## src/rtl/dma_en_pkg.sv

```systemverilog
package dma_en_pkg;
  localparam int unsigned REQ_EN_OFS  = 'h0C;
  localparam int unsigned ERR_IE_OFS  = 'h14;
  localparam int unsigned SET_REQ_OFS = 'h18;

  typedef struct packed {
    logic req_en;
    logic err_ie;
    logic set_req;
  } reg_sel_t;
endpackage

```

## src/rtl/dma_en_addr_dec.sv

```systemverilog
module dma_en_addr_dec
  import dma_en_pkg::*;
#(
  parameter int unsigned ADDR_W = 8
) (
  input  logic [ADDR_W-1:0] addr_i,
  output reg_sel_t          sel_o
);
  always_comb begin
    sel_o         = '0;
    sel_o.req_en  = (addr_i == ADDR_W'(REQ_EN_OFS));
    sel_o.err_ie  = (addr_i == ADDR_W'(ERR_IE_OFS));
    sel_o.set_req = (addr_i == ADDR_W'(SET_REQ_OFS));
  end
endmodule

```

## src/rtl/dma_en_set_dec.sv

```systemverilog
module dma_en_set_dec #(
  parameter int unsigned NUM_CH = 16,
  parameter int unsigned CMD_W  = 7
) (
  input  logic              valid_i,
  input  logic [CMD_W-1:0]  cmd_i,
  output logic [NUM_CH-1:0] set_mask_o
);
  localparam int unsigned IDX_W = CMD_W - 1;

  logic             all_set;
  logic [IDX_W-1:0] idx;

  assign all_set = cmd_i[CMD_W-1];
  assign idx     = cmd_i[IDX_W-1:0];

  // indices at or above NUM_CH match no channel, so the reserved range is a no-op
  for (genvar ch = 0; ch < NUM_CH; ch++) begin : g_ch
    assign set_mask_o[ch] = valid_i & (all_set | (idx == IDX_W'(ch)));
  end
endmodule

```

## src/rtl/dma_en_irq_reduce.sv

```systemverilog
module dma_en_irq_reduce #(
  parameter int unsigned NUM_CH = 16
) (
  input  logic              clk_i,
  input  logic              rst_ni,
  input  logic [NUM_CH-1:0] flag_i,
  input  logic [NUM_CH-1:0] en_i,
  output logic              irq_o
);
  always_ff @(posedge clk_i or negedge rst_ni) begin
    if (!rst_ni) irq_o <= 1'b0;
    else         irq_o <= |(flag_i & en_i);
  end
endmodule

```

## src/rtl/dma_enable_regs.sv

```systemverilog
module dma_enable_regs
  import dma_en_pkg::*;
#(
  parameter int unsigned NUM_CH = 16,
  parameter int unsigned ADDR_W = 8,
  parameter int unsigned DATA_W = 32,
  parameter int unsigned CMD_W  = 7
) (
  input  logic              clk_i,
  input  logic              rst_ni,
  input  logic [ADDR_W-1:0] addr_i,
  input  logic              wr_i,
  input  logic [DATA_W-1:0] wdata_i,
  input  logic              rd_i,
  output logic [DATA_W-1:0] rdata_o,
  input  logic [NUM_CH-1:0] err_flag_i,
  output logic [NUM_CH-1:0] req_en_o,
  output logic [NUM_CH-1:0] err_irq_en_o,
  output logic              err_irq_o
);
  reg_sel_t          sel;
  logic [NUM_CH-1:0] req_en_q, err_ie_q, set_mask, req_en_d;
  logic [DATA_W-1:0] rd_val;
  logic              unused_wdata;

  assign unused_wdata = ^wdata_i[DATA_W-1:NUM_CH];

  dma_en_addr_dec #(.ADDR_W(ADDR_W)) u_dec (
    .addr_i (addr_i),
    .sel_o  (sel)
  );

  dma_en_set_dec #(.NUM_CH(NUM_CH), .CMD_W(CMD_W)) u_set (
    .valid_i    (wr_i & sel.set_req),
    .cmd_i      (wdata_i[CMD_W-1:0]),
    .set_mask_o (set_mask)
  );

  // direct write first, set command OR-ed on top
  always_comb begin
    req_en_d = req_en_q;
    if (wr_i && sel.req_en) req_en_d = wdata_i[NUM_CH-1:0];
    req_en_d = req_en_d | set_mask;
  end

  always_ff @(posedge clk_i or negedge rst_ni) begin
    if (!rst_ni) begin
      req_en_q <= '0;
      err_ie_q <= '0;
    end else begin
      req_en_q <= req_en_d;
      if (wr_i && sel.err_ie) err_ie_q <= wdata_i[NUM_CH-1:0];
    end
  end

  always_comb begin
    rd_val = '0;
    if (sel.req_en)      rd_val = DATA_W'(req_en_q);
    else if (sel.err_ie) rd_val = DATA_W'(err_ie_q);
  end

  always_ff @(posedge clk_i or negedge rst_ni) begin
    if (!rst_ni)   rdata_o <= '0;
    else if (rd_i) rdata_o <= rd_val;
    else           rdata_o <= '0;
  end

  dma_en_irq_reduce #(.NUM_CH(NUM_CH)) u_irq (
    .clk_i  (clk_i),
    .rst_ni (rst_ni),
    .flag_i (err_flag_i),
    .en_i   (err_ie_q),
    .irq_o  (err_irq_o)
  );

  assign req_en_o     = req_en_q;
  assign err_irq_en_o = err_ie_q;
endmodule

```

## config.mk

```make
export PLATFORM = sky130hd
export DESIGN_NAME = dma_enable_regs
export DESIGN_NICKNAME = d
export VERILOG_FILES = /design/src/rtl/dma_en_pkg.sv /design/src/rtl/dma_en_addr_dec.sv /design/src/rtl/dma_en_set_dec.sv /design/src/rtl/dma_en_irq_reduce.sv /design/src/rtl/dma_enable_regs.sv
export SDC_FILE = /design/constraint.sdc
export NUM_CORES = 1
export LEC_CHECK = 0
export BUFFER_PORTS_ARGS = -buffer_cell sky130_fd_sc_hd__buf_2
export CORE_ASPECT_RATIO = 0.7
export CORE_MARGIN = 4
export CORE_UTILIZATION = 49
export CTS_BUF_LIST = sky130_fd_sc_hd__clkbuf_8 sky130_fd_sc_hd__clkbuf_16
export CTS_CLUSTER_SIZE = 24
export DETAILED_ROUTE_END_ITERATION = 8
export PLACE_DENSITY = 0.85
export SETUP_SLACK_MARGIN = 0.3
export SLEW_MARGIN = 30
export SYNTH_ARGS = -nofsm -noshare
export SYNTH_HDL_FRONTEND = slang
export SYNTH_HIERARCHICAL = 1
export SYNTH_SLANG_ARGS = --single-unit
```

## constraint.sdc

```tcl
create_clock -name clk_i -period 3 [get_ports clk_i]
set_clock_uncertainty 0.1 [all_clocks]
set_input_delay 0.6 -clock clk_i [delete_from_list [all_inputs] [get_ports clk_i]]
set_output_delay 0.6 -clock clk_i [all_outputs]
set_load 0.01 [all_outputs]
```

==> results of run 1 <==
[Yosys cell counts]
cell type,number,share of area (%)
and2_1,2,0.51
clkbuf_1,1,0.15
a32o_1,15,6.1
nand2_4,2,0.92
dfrtp_1,49,50
and4b_1,3,1.2
or3b_1,1,0.36
a22o_1,4,1.4
o21ai_1,13,2.6
or4_4,1,0.46
a211o_1,16,5.7
a41o_2,1,0.46
nand4_1,1,0.25
inv_1,1,0.15
nand3_1,1,0.20
and2_4,1,0.36
nand2_1,1,0.15
o21ai_0,3,0.61
buf_6,6,2.8
nor2_1,1,0.15
nor4b_1,1,0.36
buf_8,1,0.61
nand3b_1,2,0.61
mux2_4,10,6.1
a221oi_2,4,2.4
or4b_4,2,1.1
buf_4,18,5.5
and3_1,17,4.3
nand4bb_1,1,0.46
nor4b_2,1,0.61
conb_1,1,0.15
buf_2,2,0.41
mux2_2,6,2.8
[power by group through the flow]
stage               Combinational (uW)  Clock [uW]  Sequential, uW
floorplan                         77.2           0             749
global placement                   169           0             737
detailed placement                 174           0             738
CTS                                174         564             724
global route                       190         594             731
finish                             173         558             725
[metrics by stage]
step                      std cells  hold slack (ps)  util [%]  setup WS (ps)  instance area, um^2
after global routing            347             58.7      61.9            705                 2980
final                           347             55.5      61.9            813                 2980
after detailed placement        339              398      59.1            591                 2840
after floorplan                 204              204         -            976                 2510
after global placement          339              400      59.1            625                 2840
after CTS                       347             55.4      61.9            904                 2980
[cell usage in the layout, fill, tap and decap left out, drive strengths merged]
cell type  count
or3b           1
and3          17
clkbuf         5
o21ai         16
or4b           2
nand4bb        1
buf           94
nor2           1
a221oi         4
nand2          3
inv            1
or4            1
a32o          15
a211o         16
a22o           4
nand3          1
and2           3
nand3b         2
dfrtp         49
and4b          3
nand4          1
mux2          16
conb          16
nor4b          2
a41o           1
clkinv         1
bufinv         2
[final cells by class]
cell class	count	area, um^2
Clock inverter	3	65.1
Sequential cell	49	1230
Clock buffer	5	68.8
Tap cell	69	86.3
Fill cell	404	1830
Inverter	1	3.75
Multi-Input combinational cell	126	1050
Timing Repair Buffer	94	475
[logic make-up after synthesis]
family,after synthesis
buf+inv,29
compound gates,56
flops,49
other cells,1
mux,16
simple gates,38
[worst paths after layout]
kind | to | slack, ps | cells after the start
setup / recovery | rdata_o[11] | 810 | 5
hold / removal | err_irq_en_o[12] | 60 | 1
setup reg to reg | u_irq/irq_o | 1710 | 3
hold reg to reg | req_en_o[12] | 420 | 1
max in group asynchronous | req_en_o[11] | 2000 | 2
min in group clk_i | err_irq_en_o[8] | 420 | 2
[layer usage]
layer	global-route usage [%]	vias to the layer above	part of all wire [%]	routed length [um]
met5	0	-	0	0
met4	5.67	0	1.1	68
met3	6.90	7	9.6	606
met2	32.1	92	44	2770
met1	28.7	956	45	2850
li1	-	877	-	-
[registers in the layout, indices dropped and copies added, names as in the netlist]
| register | count |
|---|---|
| req_en_o | 16 |
| rdata_o | 16 |
| err_irq_en_o | 16 |
| u_irq/irq_o | 1 |
[worst max-delay path, cell delays in order]
cell     delay (ps)
buf_2           110
nor4b_1         310
and4b_1         440
and2_1          640
a32o_1          230
==> results.toml, run 1 <==
[floorplanning]
initial_core_util_pct = 51.1
design.die.area_um2 = 6230
core_region_area_um2 = 4810
dieWidth_um = 92.6
boundaryPins = 125
die_height_um = 67.2
placement_rows = 21

[clocking]
post-cts-setup-buffers = 0
clk_pin_slew_ps = 90
cts_resized = 0
clock_tree.buffer_depth = 2
numCtsBuffers = 5
tritoncts = "built"
clock_tree.root_cell = "clkbuf_8"
latest_clock_arrival_within_the_worst_skew_pair_ps = 310
htreeDepth = 2
clock-sinks = 49
post_cts_hold_buffer_count = 0

[synth]
postSynthAreaPerCell_um2 = 13.0
main_combinational_cell_family_by_area_after_synthesis = "compound AO/OA/AOI/OAI gates"
synth_simple_gate_area_share_pct = 12.1
synthAdderAreaFrac_pct = 0
synth.distinct_cells = 33
compound_cell_area_share_of_the_yosys_netlist_pct = 19.4
ys_seq_elements = 49
synth.yosys.seq_area_share_pct = 49.9
synth_xor_xnor_area_share_pct = 0
yosys-mux-area-fraction_pct = 8.86
synthCells = 189
synth_area_um2 = 2460
synthesis.yosys.warnings = 6

[route]
drtIter0Drc = 145
firstDrtPassIters = 4
overall_via_count_from_detail_route = 1932
residual_antenna_violating_net_count_after_detailed_routing = 0
routedWlPerCell_um = 18.1
routed_via_density = 5.57
routed_wl_um = 6300
drcViolationCount = 0

[worst_setup_path]
crit_arrival_ps = 2330
worstPathRequired_ps = 3140
crit_path_start_kind = "input port"
critical_path.endpoint_type = "flop"
path_max_fanout = 15
critical_path.startpoint = "addr_i[5]"
setup.worst_path.class = "in2reg"
crit-reg2reg-launch = "err_irq_en_o[5]"

[grt]
grtUsageTotal_pct = 20.9
overflow = 0
grt_antenna_before_repair = 0
first_pass_grt_wire_length_um = 9890
pin_count_of_the_biggest_net_entering_global_routing = 37
number_of_global_route_vias_before_repair = 1918

[power_and_ir_drop]
pwr-share-clk_pct = 38.3
part_of_the_total_power_dissipated_in_sequential_elements_pct = 49.8
power.ir.vdd_worst_v = 0.000209
powerDensity_nw_per_um2 = 489
power_frac_comb_pct = 11.9
p_leak_uw = 0.00180
final_total_pwr_uw = 1460
power_switching_share_pct = 24.0
cellInternalPower_uw = 1110
switching_power_uw = 350

[sta]
finalSetupViolations = 0
max-slew-margin-rel_pct = 53.8
final.setup.tns_ps = 0
max_slew_violations = 0
fmax_mhz = 457
post-route-period-util_pct = 72.9
setup_repair_after_global_routing_missed_its_margin = "false"
period_minus_slack_ps = 2190
tightest_slew_ps = 694
final-hold-violation-count = 0

[placed_design]
io_buf_count = 92
half_perimeter_wire_length_after_detailed_placement_um = 4650
gp_routability_congestion = 0.856

[min_path]
timing.hold.worst.class = "in2async"

[flow_run]
max_cap_viol_count = 0

[run_status]
outcome = "finished, final reports clean"

[finish]
num-nets-final = 337
flow.area_growth_from_synthesis_pct = 21.2
drive_above_1_share_pct = 46.8
num_antenna_cells = 0
Note: power is estimated with default switching activity, not from simulation.
==> inputs of run 2 (changes only) <==
- CORE_UTILIZATION: 49 -> 45
- PLACE_DENSITY: 0.85 -> 0.79
- clock period: 3 -> 2.2 ns (I/O delays scaled with it)
==> run 2 against run 1 <==
Die area rose by 8.0%. Total power rose by 28%. Register-to-register slack worse by 820 ps. Sequential share of layout area fell by 0.85 points. Via count shrank 0.57%. Final cell count grew 2.6%. Sequential power grew 36%. Non-clock buffer count grew 6. Final area is 2.1% higher. Count of clock-buffer cells in the layout unchanged. Core utilization is 4.1 points lower. Largest cell class unchanged. Wire length up 2.1%.
==> results.toml, run 2 (same netlist as run 1, synthesis figures left out) <==
[worst_setup_path]
crit_path_start_kind = "input port"
largest_stage_delay_on_the_critical_path_ps = 440
timing.critical_path.depth = 6
setup.worst_path.class = "in2reg"
crit_path_cell_trace = "buf_2 > nor4b_1 > and4b_1 > clkinvlp_4 > buf_12 > a32o_1"
path_max_fanout = 15
slowest_stage = "and4b_1"
worstPathRequired_ps = 2290
critical_path_buffer_and_inverter_count = 3
critical_path.endpoint_type = "flop"
path_delay_family = "simple AND/OR/NAND/NOR gates"
crit_arrival_ps = 1920
r2r_worst_path_depth = 3

[placed_design]
half_perimeter_wire_length_after_detailed_placement_um = 4820
io_buf_count = 92
cell_count_post_placement = 346
gp_routability_congestion = 0.804

[clocking]
numCtsBuffers = 5
clock_tree.root_cell = "clkbuf_8"
clk_pin_slew_ps = 90
clock_tree.buffer_depth = 2
htreeDepth = 2
latest_clock_arrival_within_the_worst_skew_pair_ps = 300
tritoncts = "built"
clock-sinks = 49

[grt]
overflow = 0
first_pass_grt_wire_length_um = 9870
number_of_global_route_vias_before_repair = 1964
pin_count_of_the_biggest_net_entering_global_routing = 20
grtUsageTotal_pct = 18.8
grt_antenna_before_repair = 0

[route]
routedWlPerCell_um = 18.0
routed_wl_um = 6430
residual_antenna_violating_net_count_after_detailed_routing = 0
firstDrtPassIters = 4
overall_via_count_from_detail_route = 1921
routed_via_density = 5.40
drtIter0Drc = 91
drcViolationCount = 0

[min_path]
min_delay_path_depth = 3
timing.hold.worst.class = "in2reg"

[floorplanning]
initial_core_util_pct = 46.7
boundaryPins = 125
core_region_area_um2 = 5260
design.die.area_um2 = 6720
placement_rows = 22
die_height_um = 69.8
dieWidth_um = 96.3

[sta]
fmax_mhz = 546
final.setup.tns_ps = 0
setup_repair_after_global_routing_missed_its_margin = "false"
post-route-period-util_pct = 83.2
final-hold-violation-count = 0
finalSetupViolations = 0
max_slew_violations = 0
period_minus_slack_ps = 1830

[finish]
fin_cells = 356
fillCellCount = 469
flow.area_growth_from_synthesis_pct = 23.7
drive_above_1_share_pct = 48.2
most-common-layout-cells = "92 x buf_2, 49 x dfrtp_1, 17 x and3_1"
final_core_util_pct = 57.8
num-nets-final = 343
num_antenna_cells = 0
mostFrequentLayoutCell = "buf_2"

[power_and_ir_drop]
powerDensity_nw_per_um2 = 615
final_total_pwr_uw = 1870
power.ir.vdd_worst_v = 0.000252
p_leak_uw = 0.00182

[run_status]
outcome = "finished, final reports clean"

[flow_run]
max_cap_viol_count = 0
## run 2: cell count changes in the layout (fill, tap and decap cells not counted)
| cell | change |
|---|---|
| clkinv_4 | +1 |
| clkinvlp_4 | +2 |
| dlygate4sd3_1 | +1 |
| and2_2 | +1 |
| inv_1 | -1 |
| buf_12 | +2 |
| bufinv_16 | -1 |
| and2_1 | -1 |
| buf_4 | +3 |
| clkinv_2 | -1 |
## run 2: worst reg2reg max path: stages, from the launching register on
cell	delay (ps)
dfrtp_1	430
a22o_1	270
a221oi_2	260
nand4_1	130
## run 2: final timing paths
check | startpoint | slack (ps) | end
worst max-delay path | addr_i[5] | 370 | rdata_o[10]
worst min-delay path | err_flag_i[6] | 280 | u_irq/irq_o
worst max register to register | err_irq_en_o[5] | 890 | u_irq/irq_o
worst min register to register | req_en_o[3] | 420 | req_en_o[3]
max in group asynchronous | rst_ni | 980 | err_irq_en_o[9]
min in group asynchronous | rst_ni | 460 | rdata_o[1]
## run 2: cell type report
class                   count  area (um^2)  share of cell area (%)
multi-input cells         126         1050                    34.6
repair buffers            100          548                    18.0
clock inverters             3         46.3                    1.52
inverters                   1         7.51                   0.247
clock buffers               5         68.8                    2.26
flip-flops and latches     49         1230                    40.3
well taps                  72         90.1                    2.96
## run 2: stage by stage
step,instance area (um^2),setup WS [ps],hold slack (ps)
global route,3040,289,279
CTS,3010,345,281
global placement,2890,99.4,252
floorplan,2510,336,44.4
finish,3040,369,278
detailed placement,2890,37.4,254
## run 2: routing by layer
metal / GRT usage (%) / up-vias / share of wire (%)
li1: - / 888 / -
met1: 27.3 / 946 / 46
met4: 3.58 / 0 / 0.70
met2: 28.3 / 82 / 45
met5: 0 / - / 0
met3: 5.21 / 5 / 8.8
## run 2: repair_timing
action,in CTS,in global routing
resized for setup,0,2
setup buffers,0,1
endpoints found under the setup margin,0,17
endpoints found under the hold margin,13,0
hold buffers,1,0
## run 2: where the power goes
part	leakage [uW]	switching [uW]	internal (uW)
logic	0.00109	127	114
registers	0.000675	42.6	946
clock network	0.0000543	300	340
total	0.00182	469	1400
==> inputs of run 3 (changes only) <==
- clock period: 2.2 -> 1.7 ns (I/O delays scaled with it)
==> run 3 against run 2 <==
Sequential share of layout area is 2.5 points lower. Sequential power is 29% higher. Clock power is 8.0% higher. Via count is 5.8% higher. Final cell count is 2.2% higher. Combinational power is 42% higher. Register-to-register slack worse by 480 ps. Final area is 6.7% higher. Hold slack worse by 92 ps. Critical path depth is 1 higher. Die area stayed put. First-iteration DRC count is 29% higher. Critical path type unchanged. Highest routed layer unchanged.
==> results.toml, run 3 (same netlist as run 1, synthesis figures left out) <==
[worst_setup_path]
path_delay_family = "simple AND/OR/NAND/NOR gates"
worstPathRequired_ps = 1830
setup.worst_path.class = "in2reg"
slowest_stage = "or3b_4"
crit_path_cell_trace = "buf_8 > nor4b_4 > and4b_1 > and2_4 > or3b_4 > o21ai_2 > a211o_1"
critical_path_buffer_and_inverter_count = 1
crit_path_start_kind = "input port"
critical_path.endpoint_type = "flop"
largest_stage_delay_on_the_critical_path_ps = 420
path_max_fanout = 4
crit_arrival_ps = 1770

[clocking]
numCtsBuffers = 5
clock_tree.root_cell = "clkbuf_8"
htreeDepth = 2
clk_pin_slew_ps = 90
tritoncts = "built"
clock-sinks = 49
clock_tree.buffer_depth = 2
latest_clock_arrival_within_the_worst_skew_pair_ps = 290

[sta]
setup_repair_after_global_routing_missed_its_margin = "true"
post-route-period-util_pct = 96.3
finalSetupViolations = 0
period_minus_slack_ps = 1640
final-hold-violation-count = 0
fmax_mhz = 611
max_slew_violations = 0

[floorplanning]
placement_rows = 22
dieWidth_um = 96.3
boundaryPins = 125
core_region_area_um2 = 5260
design.die.area_um2 = 6720
die_height_um = 69.8
initial_core_util_pct = 46.7

[grt]
grtUsageTotal_pct = 20.2
number_of_global_route_vias_before_repair = 2037
pin_count_of_the_biggest_net_entering_global_routing = 50
grt_antenna_before_repair = 0
first_pass_grt_wire_length_um = 10500
overflow = 0

[finish]
final_cell_area_excluding_filler_cells_um2 = 3240
most-common-layout-cells = "90 x buf_2, 49 x dfrtp_1, 16 x and3_1, 16 x a211o_1, 16 x conb_1"
drive_above_1_share_pct = 54.1
num-nets-final = 352
num_antenna_cells = 0
multi_input_comb_area_um2 = 1170
fin_cells = 364
mostFrequentLayoutCell = "buf_2"
fillCellCount = 437
flow.area_growth_from_synthesis_pct = 32.0
final-seq-area_um2 = 1230

[placed_design]
gp_routability_congestion = 0.828
half_perimeter_wire_length_after_detailed_placement_um = 4780
cell_count_post_placement = 349
placed_cell_area_um2 = 2950
io_buf_count = 92

[route]
residual_antenna_violating_net_count_after_detailed_routing = 0
overall_via_count_from_detail_route = 2033
firstDrtPassIters = 4
routed_via_density = 5.59
routed_wl_um = 6810
drcViolationCount = 0
routedWlPerCell_um = 18.7
drtIter0Drc = 117

[power_and_ir_drop]
powerDensity_nw_per_um2 = 714
final_total_pwr_uw = 2310
power.ir.vdd_worst_v = 0.000321
p_leak_uw = 0.00189

[flow_run]
max_cap_viol_count = 0

[min_path]
timing.hold.worst.class = "in2reg"

[run_status]
outcome = "finished, final reports clean"
-- run 3: path summary, 6_finish.rpt --
check                           slack [ps]            start  cells after the start      endpoint
worst max-delay path                    60        addr_i[5]                      7   req_en_o[4]
worst min-delay path                   190    err_flag_i[6]                      3   u_irq/irq_o
worst max register to register         410  err_irq_en_o[5]                      3   u_irq/irq_o
worst min register to register         440     req_en_o[10]                      1  req_en_o[10]
max in group asynchronous              820           rst_ni                      3   req_en_o[8]
min in group asynchronous              460           rst_ni                      3    rdata_o[0]
-- run 3: repair_timing --
action | CTS | global route
pin swaps | 14 | 20
setup buffers | 5 | 0
endpoints found under the hold margin | 49 | 0
gates resized for setup | 18 | 8
cloned | 2 | 0
setup endpoints to repair | 48 | 48
hold buffers | 1 | 0
-- run 3: through the flow --
| stage | hold WS [ps] | setup TNS, ps | worst slack (ps) | util [%] |
|---|---|---|---|---|
| floorplan | -55.6 | 0 | 2.25 | - |
| global placement | 243 | -6630 | -238 | 56.1 |
| detailed placement | 248 | -7850 | -285 | 56.1 |
| CTS | 182 | 0 | 63.0 | 60.9 |
| global route | 180 | 0 | 7.03 | 61.7 |
| finish | 187 | 0 | 62.7 | 61.7 |
-- run 3: worst reg2reg max path, stage by stage, from the launching register on --
cell and delay [ps]:
dfrtp_1 420, a22o_1 260, a221oi_2 250, nand4_1 130
-- run 3: metal layers --
layer / GRT usage (%) / routed length (um) / vias to the layer above / part of all wire [%]
met5: 0 / 0 / - / 0
met4: 1.87 / 26 / 0 / 0.38
met3: 4.66 / 694 / 5 / 10
met2: 31.7 / 3190 / 101 / 47
met1: 29.6 / 2890 / 1018 / 42
li1: - / - / 909 / -
-- run 3: cell type report --
| class | instances | area share [%] |
|---|---|---|
| Sequential cell | 49 | 37.8 |
| Multi-Input combinational cell | 128 | 36.0 |
| Inverter | 1 | 0.347 |
| Timing Repair Buffer | 107 | 20.3 |
| Clock inverter | 1 | 0.232 |
| Tap cell | 72 | 2.78 |
| Clock buffer | 6 | 2.55 |
-- run 3: power by group --
group | internal, uW | leakage [uW] | switching, uW
clock | 322 | 0.0000433 | 369
sequential | 1220 | 0.000675 | 55.9
combinational | 164 | 0.00117 | 178
